$ cat config.mk
export PLATFORM = sky130hd
export DESIGN_NAME = audio_softmute
export DESIGN_NICKNAME = d
export VERILOG_FILES = /design/src/rtl/softmute_pkg.sv /design/src/rtl/gain_ramp.sv /design/src/rtl/sample_scaler.sv /design/src/rtl/zero_run_detect.sv /design/src/rtl/audio_softmute.sv
export SDC_FILE = /design/constraint.sdc
export NUM_CORES = 1
export LEC_CHECK = 0
export ABC_AREA = 1
export BUFFER_PORTS_ARGS = -buffer_cell sky130_fd_sc_hd__buf_2
export CORE_MARGIN = 1
export CORE_UTILIZATION = 60
export DETAILED_ROUTE_END_ITERATION = 10
export GPL_ROUTABILITY_DRIVEN = 0
export PLACE_DENSITY = 0.77
export SETUP_SLACK_MARGIN = 0.4
export SKIP_LAST_GASP = 1
export SYNTH_ARGS = -nofsm -noshare
export SYNTH_HDL_FRONTEND = slang
export SYNTH_HIERARCHICAL = 1
export SYNTH_SLANG_ARGS = --single-unit
$ cat constraint.sdc
create_clock -name clk -period 10.3 [get_ports clk]
set_input_delay 0.515 -clock clk [delete_from_list [all_inputs] [get_ports clk]]
set_output_delay 0.515 -clock clk [all_outputs]
set_load 0.03 [all_outputs]
$ cat src/rtl/softmute_pkg.sv
package softmute_pkg;
  typedef enum logic [1:0] {
    RAMP_HOLD = 2'd0,
    RAMP_DOWN = 2'd1,
    RAMP_UP   = 2'd2
  } ramp_dir_e;
endpackage

$ cat src/rtl/gain_ramp.sv
module gain_ramp
  import softmute_pkg::*;
#(
  parameter int UNITY = 1024,
  localparam int GW = $clog2(UNITY) + 1
) (
  input  logic          clk,
  input  logic          rst,
  input  logic          step_en,
  input  logic          mute,
  output logic [GW-1:0] gain,
  output ramp_dir_e     dir
);
  localparam logic [GW-1:0] G_TOP = GW'(UNITY);

  always_comb begin
    dir = RAMP_HOLD;
    if (step_en) begin
      if (mute && gain != '0)        dir = RAMP_DOWN;
      else if (!mute && gain != G_TOP) dir = RAMP_UP;
    end
  end

  always_ff @(posedge clk) begin
    if (rst) begin
      gain <= G_TOP;
    end else begin
      case (dir)
        RAMP_DOWN: gain <= gain - 1'b1;
        RAMP_UP:   gain <= gain + 1'b1;
        default:   gain <= gain;
      endcase
    end
  end
endmodule

$ cat src/rtl/sample_scaler.sv
module sample_scaler #(
  parameter int DW = 24,
  parameter int GW = 11,
  parameter int SHIFT = 10
) (
  input  logic                 clk,
  input  logic                 rst,
  input  logic                 en,
  input  logic signed [DW-1:0] din,
  input  logic [GW-1:0]        gain,
  output logic signed [DW-1:0] dout
);
  localparam int PW = DW + GW + 1;

  function automatic logic signed [DW-1:0] apply_gain(
    input logic signed [DW-1:0] s,
    input logic [GW-1:0]        g
  );
    logic signed [PW-1:0] se, ge, prod, sh;
    se   = PW'(s);
    ge   = PW'($signed({1'b0, g}));
    prod = se * ge;
    sh   = prod >>> SHIFT;
    return sh[DW-1:0];
  endfunction

  always_ff @(posedge clk) begin
    if (rst)     dout <= '0;
    else if (en) dout <= apply_gain(din, gain);
  end
endmodule

$ cat src/rtl/zero_run_detect.sv
module zero_run_detect #(
  parameter int RUN_LEN = 8192,
  localparam int CW = $clog2(RUN_LEN) + 1
) (
  input  logic          clk,
  input  logic          rst,
  input  logic          en,
  input  logic          both_zero,
  output logic          flag,
  output logic [CW-1:0] run_cnt,
  output logic          zero_hit
);
  localparam logic [CW-1:0] RUN_FULL = CW'(RUN_LEN);
  localparam logic [CW-1:0] RUN_LAST = CW'(RUN_LEN - 1);

  assign zero_hit = en && both_zero && (run_cnt == RUN_LAST);

  always_ff @(posedge clk) begin
    if (rst) begin
      run_cnt <= '0;
      flag    <= 1'b0;
    end else if (en) begin
      if (both_zero) begin
        if (run_cnt != RUN_FULL) run_cnt <= run_cnt + 1'b1;
        flag <= (run_cnt >= RUN_LAST);
      end else begin
        run_cnt <= '0;
        flag    <= 1'b0;
      end
    end
  end
endmodule

$ cat src/rtl/audio_softmute.sv
module audio_softmute
  import softmute_pkg::*;
#(
  parameter int DW = 24,
  parameter int UNITY = 1024,
  parameter int RUN_LEN = 8192
) (
  input  logic                 clk,
  input  logic                 rst,
  input  logic                 in_valid,
  input  logic                 mute_req,
  input  logic signed [DW-1:0] in_left,
  input  logic signed [DW-1:0] in_right,
  output logic                 out_valid,
  output logic signed [DW-1:0] out_left,
  output logic signed [DW-1:0] out_right,
  output logic                 silence
);
  localparam int GW = $clog2(UNITY) + 1;
  localparam int SHIFT = $clog2(UNITY);
  localparam int CW = $clog2(RUN_LEN) + 1;
  localparam int NCH = 2;

  logic [GW-1:0]        gain;
  ramp_dir_e            ramp_dir;
  logic [CW-1:0]        run_cnt;
  logic                 zero_hit;
  logic                 both_zero;
  logic signed [DW-1:0] ch_in  [NCH];
  logic signed [DW-1:0] ch_out [NCH];

  assign ch_in[0]  = in_left;
  assign ch_in[1]  = in_right;
  assign out_left  = ch_out[0];
  assign out_right = ch_out[1];
  assign both_zero = (in_left == '0) && (in_right == '0);

  gain_ramp #(.UNITY(UNITY)) u_ramp (
    .clk(clk), .rst(rst), .step_en(in_valid), .mute(mute_req),
    .gain(gain), .dir(ramp_dir)
  );

  for (genvar c = 0; c < NCH; c++) begin : g_ch
    sample_scaler #(.DW(DW), .GW(GW), .SHIFT(SHIFT)) u_scale (
      .clk(clk), .rst(rst), .en(in_valid), .din(ch_in[c]),
      .gain(gain), .dout(ch_out[c])
    );
  end

  zero_run_detect #(.RUN_LEN(RUN_LEN)) u_zero (
    .clk(clk), .rst(rst), .en(in_valid), .both_zero(both_zero),
    .flag(silence), .run_cnt(run_cnt), .zero_hit(zero_hit)
  );

  always_ff @(posedge clk) begin
    if (rst) out_valid <= 1'b0;
    else     out_valid <= in_valid;
  end
endmodule

==> impl_metrics.py <==
metrics = {
    "clocking": {
        "post_cts_hold_buffer_count": 0,
        "clock_latency_ns": 0.36,
        "ctsHtreeMaxLevel": 3,
        "tritoncts": "yes",
        "cts_made_buffers": 9,
        "max-clock-path-buffers": 2,
        "cts.repair_timing.setup_buffer_count": 0,
        "post_cts_resized": 0,
        "clk_root_buffer_cell": "sky130_fd_sc_hd__clkbuf_16",
        "clock_sinks": 75,
        "clk_pin_slew_ns": 0.06,
    },
    "global_route": {
        "use_met3_pct": 4.93,
        "globalRoute.totalOverflow": 0,
        "grt_usage_pct": 32.2,
        "grt_start_max_net_pins": 98,
        "grt_peak_use_layer": "met2",
        "gr-usage-met1_pct": 41.9,
        "grt_pass1_wl_um": 101000,
        "first_global_vias": 21400,
        "grt_util_met2_pct": 55.5,
        "number_of_antenna_violations_at_the_first_check_in_global_routing": 2,
    },
    "route": {
        "wl_per_cell_um": 15.2,
        "antenna_left": 0,
        "drt_iter0_markers": 1753,
        "routed_wirelength_um": 59300,
        "drt-pass1-iter-count": 6,
        "remaining_drc_errors": 0,
        "via_count": 20600,
        "vias_per_cell": 5.28,
    },
    "place": {
        "placement.setup.worst_slack_ns": 4.48,
        "buffer_ports.inserted": 101,
        "dp.cells": 3885,
        "detailed_placer_s_ending_hpwl_um": 47100,
    },
    "setup_path": {
        "critPathRequiredTime_ns": 10.54,
        "crit-reg2reg-launch": "u_ramp/gain[8]",
        "source_of_the_critical_timing_path": "u_ramp/gain[8]",
        "worstSetupStartpointType": "flip-flop",
        "cp-endpoint": "g_ch[0].u_scale/dout[22]",
        "cp_data_arrival_time_ns": 6.25,
        "largest_fanout_on_the_critical_path": 52,
        "regToRegEndpoint": "g_ch[0].u_scale/dout[22]",
        "worst-setup-path-type": "reg2reg",
        "timing.reg2reg.worst_path_depth": 19,
        "rrSetupSlack_ns": 4.29,
        "timing.critical_path.to_type": "flip-flop",
    },
    "timing": {
        "period_minus_slack_ns": 6.01,
        "finalSetupViolCount": 0,
        "clock-skew-final_ns": 0.00643,
        "timing_max_transition_violations_final": 0,
        "rsz0062_at_grt": "false",
        "final_hold_viol_count": 0,
        "final.period_utilization_pct": 58.4,
        "setup_slack_ns": 4.29,
        "max_slew.worst_pin.slew_ns": 1.35,
        "final.setup.tns_ns": 0,
        "maxClockFrequency_mhz": 166,
        "max_slew_headroom_pct": 10.1,
    },
    "yosys": {
        "syn-num-nets": 4027,
        "avgSynthCellArea_um2": 6.90,
        "syn-cell-area_um2": 23300,
        "synth.yosys.warnings": 6,
        "postSynthCellCount": 3376,
    },
    "status": {
        "outcome": "finished, final reports clean",
    },
    "finish": {
        "nets": 4036,
        "layout.cells.non_filler": 3902,
        "share_of_final_layout_standard_cells_stronger_than_drive_strength_1_pct": 5.31,
        "fraction_of_the_core_area_covered_by_cells_at_the_end_of_the_flow_pct": 64.4,
        "area.growth.synth_to_final_pct": 4.81,
    },
    "die": {
        "die_area_um2": 39600,
        "core_area_um2": 37900,
        "floorplan.initialDensity_pct": 61.4,
        "die_w_um": 199,
        "top_level_ports": 102,
        "die_height_um": 199,
        "row_count": 71,
    },
    "job": {
        "cap_viol_max_count": 0,
    },
    "hold_path": {
        "worst_min_path_class": "reg2reg",
    },
}
[worst max-delay path, cell delays in order (launching register included)]
cell,delay [ns]
sky130_fd_sc_hd__dfxtp_2,1.23
sky130_fd_sc_hd__nand2_1,0.19
sky130_fd_sc_hd__fa_1,0.59
sky130_fd_sc_hd__inv_1,0.05
sky130_fd_sc_hd__fa_1,0.47
sky130_fd_sc_hd__fa_1,0.52
sky130_fd_sc_hd__fa_1,0.54
sky130_fd_sc_hd__inv_1,0.05
sky130_fd_sc_hd__fa_1,0.54
sky130_fd_sc_hd__inv_1,0.04
sky130_fd_sc_hd__ha_1,0.35
sky130_fd_sc_hd__inv_1,0.08
sky130_fd_sc_hd__o21bai_1,0.23
sky130_fd_sc_hd__nor2_1,0.14
sky130_fd_sc_hd__o21ai_0,0.35
sky130_fd_sc_hd__a21oi_1,0.17
sky130_fd_sc_hd__nand3_1,0.11
sky130_fd_sc_hd__nand2_1,0.05
sky130_fd_sc_hd__nor2_1,0.13
sky130_fd_sc_hd__nor2_1,0.05
[per-layer routing]
layer	wire (µm)	part of all wire, %
met1	23900	40
met2	28400	48
met3	5360	9.0
met4	1540	2.6
met5	26	0.044
[worst min-delay path by stage]
stage | startpoint | endpoint | slack, ns | depth (start not counted)
after floorplan | u_zero/run_cnt[13] | u_zero/run_cnt[13] | 0.46 | 2
after global placement | u_zero/flag | u_zero/flag | 0.45 | 2
after detailed placement | u_zero/flag | u_zero/flag | 0.45 | 2
after CTS | u_zero/flag | u_zero/flag | 0.46 | 2
after global routing | u_zero/flag | u_zero/flag | 0.48 | 2
final | u_zero/flag | u_zero/flag | 0.46 | 2
[cell type report]
| type | instances | area (µm²) |
|---|---|---|
| diodes | 1 | 2.50 |
| clock buffers | 10 | 239 |
| clock inverters | 6 | 88.8 |
| fillers | 3426 | 13500 |
| inverters | 974 | 3660 |
| multi-input cells | 2213 | 17700 |
| flip-flops and latches | 75 | 1520 |
| well taps | 511 | 639 |
| repair buffers | 112 | 591 |
[placed cells by master (no fill, tap or decap), types with 16 or more instances in the layout]
master,n
sky130_fd_sc_hd__inv_1,971
sky130_fd_sc_hd__ha_1,150
sky130_fd_sc_hd__xor2_1,19
sky130_fd_sc_hd__nand3_1,113
sky130_fd_sc_hd__nand2_1,964
sky130_fd_sc_hd__nand4_1,16
sky130_fd_sc_hd__nand2_2,17
sky130_fd_sc_hd__dfxtp_1,64
sky130_fd_sc_hd__nor2_1,256
sky130_fd_sc_hd__buf_2,100
sky130_fd_sc_hd__fa_1,449
sky130_fd_sc_hd__o21ai_0,55
sky130_fd_sc_hd__a21oi_1,98
[flip-flops by register name, indices dropped and copies added, names as in the netlist]
| register | flops |
|---|---|
| g_ch.u_scale/dout | 48 |
| u_zero/run_cnt | 14 |
| u_ramp/gain | 11 |
| out_valid | 1 |
| u_zero/flag | 1 |
[stage by stage]
| step | hold WS (ns) | area [µm²] |
|---|---|---|
| 2_1_floorplan | 0.458 | 23300 |
| 3_3_place_gp | 0.452 | 24100 |
| 3_5_place_dp | 0.455 | 24100 |
| 4_1_cts | 0.465 | 24400 |
| 5_1_grt | 0.482 | 24400 |
| 6_report | 0.460 | 24400 |
Power is left out: the tool's default activity adds up to more than one toggle a clock period on the data nets, which glitch-free logic cannot reach.
